File: config.mk
export PLATFORM = sky130hd
export DESIGN_NAME = lm_lock_monitor
export DESIGN_NICKNAME = d
export VERILOG_FILES = /design/src/rtl/lm_pkg.sv /design/src/rtl/lm_activity.sv /design/src/rtl/lm_drift.sv /design/src/rtl/lm_pregap.sv /design/src/rtl/lm_lock_monitor.sv
export SDC_FILE = /design/constraint.sdc
export NUM_CORES = 1
export LEC_CHECK = 0
export ABC_AREA = 1
export BUFFER_PORTS_ARGS = -buffer_cell sky130_fd_sc_hd__buf_4
export CAP_MARGIN = 20
export CORE_ASPECT_RATIO = 1.1
export CORE_MARGIN = 4
export CORE_UTILIZATION = 62
export CTS_CLUSTER_DIAMETER = 60
export DETAILED_ROUTE_END_ITERATION = 16
export GPL_ROUTABILITY_DRIVEN = 0
export GPL_TIMING_DRIVEN = 0
export HOLD_SLACK_MARGIN = 0.05
export PLACE_DENSITY = 0.9
export SLEW_MARGIN = 20
export SYNTH_ARGS = -nofsm -noshare
export SYNTH_HDL_FRONTEND = slang
export SYNTH_HIERARCHICAL = 1
export SYNTH_SLANG_ARGS = --single-unit
File: constraint.sdc
create_clock -name clk -period 2.1 [get_ports clk]
set_clock_uncertainty 0.15 [all_clocks]
set_input_delay 0.105 -clock clk [delete_from_list [all_inputs] [get_ports clk]]
set_output_delay 0.105 -clock clk [all_outputs]
set_load 0.01 [all_outputs]
File: src/rtl/lm_pkg.sv
package lm_pkg;
    // Width of the divide-by-4 timebase phase.
    localparam int LM_PH_W = 2;
    localparam logic [LM_PH_W-1:0] LM_PH_LATE  = 2'd1;
    localparam logic [LM_PH_W-1:0] LM_PH_EARLY = 2'd3;

    typedef enum logic {
        LM_LOST   = 1'b0,
        LM_LOCKED = 1'b1
    } lm_state_e;
endpackage

File: src/rtl/lm_activity.sv
module lm_activity #(
    parameter int IDLE_LIM = 32
) (
    input  logic clk,
    input  logic rst_n,
    input  logic din,
    output logic edge_o,
    output logic silent_o
);
    localparam int IW = $clog2(IDLE_LIM + 1);
    localparam logic [IW-1:0] IDLE_SAT = IW'(IDLE_LIM);

    typedef struct packed {
        logic          prev;
        logic [IW-1:0] idle;
    } act_t;

    act_t s_d, s_q;

    always_comb begin
        s_d      = s_q;
        s_d.prev = din;
        edge_o   = din ^ s_q.prev;
        if (edge_o) begin
            s_d.idle = '0;
        end else if (s_q.idle != IDLE_SAT) begin
            s_d.idle = s_q.idle + IW'(1);
        end
        silent_o = (s_d.idle == IDLE_SAT);
    end

    always_ff @(posedge clk) begin
        if (!rst_n) begin
            s_q.prev <= 1'b0;
            s_q.idle <= IDLE_SAT;
        end else begin
            s_q <= s_d;
        end
    end

    AST_SILENT_QUIET: assert property (@(posedge clk) disable iff (!rst_n)
        silent_o |-> !edge_o);
endmodule

File: src/rtl/lm_drift.sv
module lm_drift
    import lm_pkg::*;
#(
    parameter int DRIFT_LIM = 32
) (
    input  logic clk,
    input  logic rst_n,
    input  logic edge_i,
    input  logic pre_i,
    output logic bad_o,
    output logic ok_o
);
    localparam int DW = $clog2(DRIFT_LIM + 2) + 1;
    localparam logic signed [DW-1:0] D_LIM   = DW'(DRIFT_LIM);
    localparam logic signed [DW-1:0] D_SAT_P = DW'(DRIFT_LIM + 1);
    localparam logic signed [DW-1:0] D_SAT_N = -D_SAT_P;
    localparam logic signed [DW-1:0] D_LIM_N = -D_LIM;

    typedef struct packed {
        logic [LM_PH_W-1:0] ph;
        logic [DW-1:0]      drift;
    } drf_t;

    drf_t s_d, s_q;

    always_comb begin
        s_d    = s_q;
        s_d.ph = s_q.ph + LM_PH_W'(1);
        if (pre_i) begin
            s_d.drift = '0;
        end else if (edge_i && (s_q.ph == LM_PH_LATE) &&
                     ($signed(s_q.drift) != D_SAT_P)) begin
            s_d.drift = s_q.drift + DW'(1);
        end else if (edge_i && (s_q.ph == LM_PH_EARLY) &&
                     ($signed(s_q.drift) != D_SAT_N)) begin
            s_d.drift = s_q.drift - DW'(1);
        end
        bad_o = ($signed(s_d.drift) > D_LIM) || ($signed(s_d.drift) < D_LIM_N);
        ok_o  = ($signed(s_q.drift) <= D_LIM) && ($signed(s_q.drift) >= D_LIM_N);
    end

    always_ff @(posedge clk) begin
        if (!rst_n) begin
            s_q.ph    <= '0;
            s_q.drift <= '0;
        end else begin
            s_q <= s_d;
        end
    end

    AST_DRIFT_CLEAR: assert property (@(posedge clk) disable iff (!rst_n)
        pre_i |=> (s_q.drift == '0));
    AST_DRIFT_QUIET: assert property (@(posedge clk) disable iff (!rst_n)
        (!edge_i && !pre_i) |=> $stable(s_q.drift));
endmodule

File: src/rtl/lm_pregap.sv
module lm_pregap #(
    parameter int PRE_GAP = 4096
) (
    input  logic clk,
    input  logic rst_n,
    input  logic pre_i,
    output logic gap_to_o
);
    localparam int GW = $clog2(PRE_GAP + 1);
    localparam logic [GW-1:0] GAP_SAT = GW'(PRE_GAP);

    typedef struct packed {
        logic [GW-1:0] gap;
    } gap_t;

    gap_t s_d, s_q;

    always_comb begin
        s_d = s_q;
        if (pre_i) begin
            s_d.gap = '0;
        end else if (s_q.gap != GAP_SAT) begin
            s_d.gap = s_q.gap + GW'(1);
        end
        gap_to_o = (s_d.gap == GAP_SAT);
    end

    always_ff @(posedge clk) begin
        if (!rst_n) begin
            s_q.gap <= GAP_SAT;
        end else begin
            s_q <= s_d;
        end
    end

    AST_GAP_FRESH: assert property (@(posedge clk) disable iff (!rst_n)
        pre_i |-> !gap_to_o);
endmodule

File: src/rtl/lm_lock_monitor.sv
module lm_lock_monitor
    import lm_pkg::*;
#(
    parameter int IDLE_LIM  = 32,
    parameter int DRIFT_LIM = 32,
    parameter int PRE_GAP   = 4096
) (
    input  logic clk,
    input  logic rst_n,
    input  logic in_smp,
    input  logic blk_pre,
    output logic lock_flag,
    output logic unlock_flag,
    output logic out_gate_en
);
    typedef struct packed {
        lm_state_e st;
    } top_t;

    top_t s_d, s_q;

    logic edge_w;
    logic silent_w;
    logic drift_bad_w;
    logic drift_ok_w;
    logic gap_to_w;

    lm_activity #(.IDLE_LIM(IDLE_LIM)) u_act (
        .clk     (clk),
        .rst_n   (rst_n),
        .din     (in_smp),
        .edge_o  (edge_w),
        .silent_o(silent_w)
    );

    lm_drift #(.DRIFT_LIM(DRIFT_LIM)) u_drift (
        .clk   (clk),
        .rst_n (rst_n),
        .edge_i(edge_w),
        .pre_i (blk_pre),
        .bad_o (drift_bad_w),
        .ok_o  (drift_ok_w)
    );

    lm_pregap #(.PRE_GAP(PRE_GAP)) u_gap (
        .clk     (clk),
        .rst_n   (rst_n),
        .pre_i   (blk_pre),
        .gap_to_o(gap_to_w)
    );

    always_comb begin
        s_d = s_q;
        unique case (s_q.st)
            LM_LOST: begin
                if (blk_pre && !silent_w && drift_ok_w) begin
                    s_d.st = LM_LOCKED;
                end
            end
            LM_LOCKED: begin
                if (silent_w || drift_bad_w || gap_to_w) begin
                    s_d.st = LM_LOST;
                end
            end
            default: s_d.st = LM_LOST;
        endcase
    end

    always_ff @(posedge clk) begin
        if (!rst_n) begin
            s_q.st <= LM_LOST;
        end else begin
            s_q <= s_d;
        end
    end

    assign lock_flag   = (s_q.st == LM_LOCKED);
    assign unlock_flag = (s_q.st == LM_LOST);
    assign out_gate_en = (s_q.st == LM_LOCKED);

    AST_LOCK_ON_PRE: assert property (@(posedge clk) disable iff (!rst_n)
        $rose(lock_flag) |-> $past(blk_pre));
    AST_SILENCE_UNLOCK: assert property (@(posedge clk) disable iff (!rst_n)
        silent_w |=> unlock_flag);
    AST_DRIFT_UNLOCK: assert property (@(posedge clk) disable iff (!rst_n)
        drift_bad_w |=> unlock_flag);
    AST_GAP_UNLOCK: assert property (@(posedge clk) disable iff (!rst_n)
        (lock_flag && gap_to_w) |=> unlock_flag);
    AST_RELOCK_RANGE: assert property (@(posedge clk) disable iff (!rst_n)
        (unlock_flag && blk_pre && !drift_ok_w) |=> unlock_flag);
endmodule

==> run metrics <==
status=completed; synthesized cell area=approximately 2200 µm²; GRT Overall Usage=between 20% and 30%; Area growth syn-to-layout=13.6%; die width=about 65 µm; H-tree lvl count=2; register area share after synthesis=between 20% and 30%; Setup Crit Path Kind=reg -> reg; # diodes=0; critical path cell sequence=ha_2 > nand3_2 > nor2_4 > buf_4 > nand4_1 > nand3_1 > nand4_1 > nor2_1 > nor2_1 > nor2_1 > nor2_1; stages on the worst setup path=11; Total Nets Final=between 300 and 400; crit path from=u_gap/s_q[0]$_SDFF_PN0_; die area=4540 µm²; Die Ht=roughly 70 µm; num rows=22; HP Class=reg -> reg; worst path required time=approximately 2.2 ns; Power Total=approximately 0.0013 W; CTS tree=yes; worst skew pair latency=0.34 ns; core area=between 3000 and 4000 µm²; final WL=between 4000 and 5000 µm; Setup TNS Final=0 ns; Remaining DRCs=0; DR iter-0 viols=202; min Tclk post-route=1.97 ns; detailed-route via count=about 2200; PwrDens=between 500 and 600 nW/µm²; total congestion overflow=0; hpwl dp=3440 µm; clk slew on worst S/H paths=approximately 0.090 ns; crit end category=flop; worst path bufs/invs=1; Max Cap Viol=0; Placed Cells=~400; first-pass GRT wire length=8420 µm; CTS max path bufs=2; Fin. Hold Viols=0; reg2reg end=lock_flag$_SDFF_PN0_; Synthesis Warnings=6; worst setup path end=lock_flag$_SDFF_PN0_; Max FO, Critical Path=7; initial core utilization=~65%; Switching Fraction=30.8%; Worst Max-Slew Pin Slew=about 0.48 ns; Root Buffer=clkbuf_4; number of distinct library cells after synthesis=30; delay-heaviest family, CP=simple AND/OR/NAND/NOR gates; leakage power=roughly 1.3 nW; fin. max-slew vios=0; TritonCTS buffer count=5; Max Clock Freq=507 MHz; Num Clock Sinks=30; Slowest cell on crit path=dfxtp_2; fin util=between 70% and 80%; worst r2r src=u_gap/s_q[0]$_SDFF_PN0_; vias per cell=approximately 5.2; DRT Pass-1 Iters=4; peak supply drop=~0.56 mV; routed len/inst=roughly 12 µm; R2R depth=11; Syn Inst Count=about 340; Seq pwr share=between 40% and 50%; IO Port Bufs=6; Clk pwr share=28.3%; vias in the first global route=between 1500 and 2000; crit path DAT=2.07 ns; period utilization=94.0%; Mean Syn Cell Area=around 6.4 µm²; final std cells w/o fill=roughly 420; Comb pwr share=23.0%; syn nets=between 300 and 400; WHS=around 0.32 ns; Reg2Reg Setup Slack=0.13 ns; Startpoint Class=flop; antenna violations before repair=0; largest net degree at the start of global routing=11; Int Power=~0.00087 W; DRT antenna net count=0; Ports=7; filler instances=between 200 and 250; # setup viols final=0; most frequent CP cell=nor2_1; crit-path max cell delay=approximately 0.39 ns; NetSw=between 0.0003 and 0.0004 W; share of layout cells above drive strength 1=a little under 20%; Seq cells post-synth=30; Max transition margin=67.7%
-- cell type report --
class,count,area [µm²],share of cell area (%)
clock buffer,7,55.1,2.22
inverter,46,186,7.50
timing repair buffer,16,130,5.24
tap,48,60.1,2.42
buffer,5,45.0,1.81
multi-input combinational,262,1390,56.1
sequential,30,609,24.5
clock inverter,1,5.00,0.201
-- how the worst min path moves through the flow --
stage / startpoint / endpoint / cells past startpoint
3_5_place_dp: in_smp / u_act/s_q[6]$_SDFF_PN0_ / 3
4_1_cts: u_drift/s_q[7]$_SDFF_PN0_ / u_drift/s_q[7]$_SDFF_PN0_ / 1
6_report: u_drift/s_q[7]$_SDFF_PN0_ / u_drift/s_q[7]$_SDFF_PN0_ / 1
3_3_place_gp: in_smp / u_act/s_q[6]$_SDFF_PN0_ / 3
2_1_floorplan: rst_n / u_act/s_q[5]$_SDFF_PN1_ / 1
5_1_grt: u_drift/s_q[7]$_SDFF_PN0_ / u_drift/s_q[7]$_SDFF_PN0_ / 1
-- synthesized netlist by cell type (all sizes together) --
library cell	number	area, µm²
or2	2	12.5
xor2	8	77.6
clkinv	2	7.51
nor3b	1	12.5
ha	9	113
nand2	102	428
xnor2	1	8.76
bufinv	1	17.5
nor3	7	56.3
dfxtp	30	601
nor2	71	309
nand3	43	230
clkbuf	1	3.75
buf	4	41.3
inv	43	161
a21oi	3	15.0
nand4	8	50.1
o21ai	7	42.5
-- stage by stage --
| stage | setup WS [ns] | cell area [µm²] |
|---|---|---|
| floorplan | 0.266 | 2190 |
| global placement | 0.00454 | 2290 |
| detailed placement | -0.0140 | 2290 |
| CTS | 0.00491 | 2400 |
| global route | -0.0139 | 2480 |
| finish | 0.127 | 2480 |
-- layer usage --
| layer | GRT usage [%] | up-vias | share of wire (%) |
|---|---|---|---|
| met5 | 0 | - | 0 |
| met4 | 12.2 | 0 | 2.1 |
| met3 | 4.34 | 9 | 4.9 |
| met2 | 39.9 | 69 | 51 |
| met1 | 26.7 | 969 | 42 |
| li1 | - | 1118 | - |
-- cells in the final DEF (no fill, tap or decap), drive strengths merged --
cell type / count
nor3b: 1
ha: 9
inv: 43
nor2: 71
nor3: 7
clkinv: 3
dfxtp: 30
bufinv: 1
o21ai: 7
dlygate4sd3: 4
clkbuf: 8
nand3: 43
xnor2: 1
a21oi: 3
nand2: 102
buf: 16
nand4: 8
xor2: 8
or2: 2
-- timing repair --
item                                   CTS  global route
gates cloned                             0             0
pin swaps                                0             2
endpoints found under the hold margin   21             0
hold buffers                             4             0
setup endpoints to repair                1             1
buffers inserted                         0             6
resized for setup                        2            13
-- worst reg2reg max path, stage by stage, from the launching register on --
cell and delay [ns]:
dfxtp_2 0.39, ha_2 0.22, nand3_2 0.11, nor2_4 0.23, buf_4 0.14, nand4_1 0.08
nand3_1 0.15, nand4_1 0.11, nor2_1 0.12, nor2_1 0.05, nor2_1 0.09, nor2_1 0.05
-- state kept, by name, indices dropped and copies added, names as in the netlist --
signal,flops
u_act/s_q,7
lock_flag,1
u_drift/s_q,9
u_gap/s_q,13
-- cells by family after synthesis --
logic type,count (synthesis),share of synthesized area [%]
AOI/OAI and AO/OA,10,2.63
xor gates and xnor gates,9,3.95
adders and majority gates,9,5.15
buffers and inverters,51,10.6
DFF,30,27.5
and+or+nand+nor,234,50.2
-- power groups by stage --
stage               sequential [W]  combinational, W  clock (W)
floorplan                 0.000620          0.000203          0
global placement          0.000623          0.000256          0
detailed placement        0.000624          0.000262          0
CTS                       0.000611          0.000271   0.000368
global route              0.000616          0.000326   0.000392
finish                    0.000612          0.000289   0.000356
(Power assumes the default switching activity.)
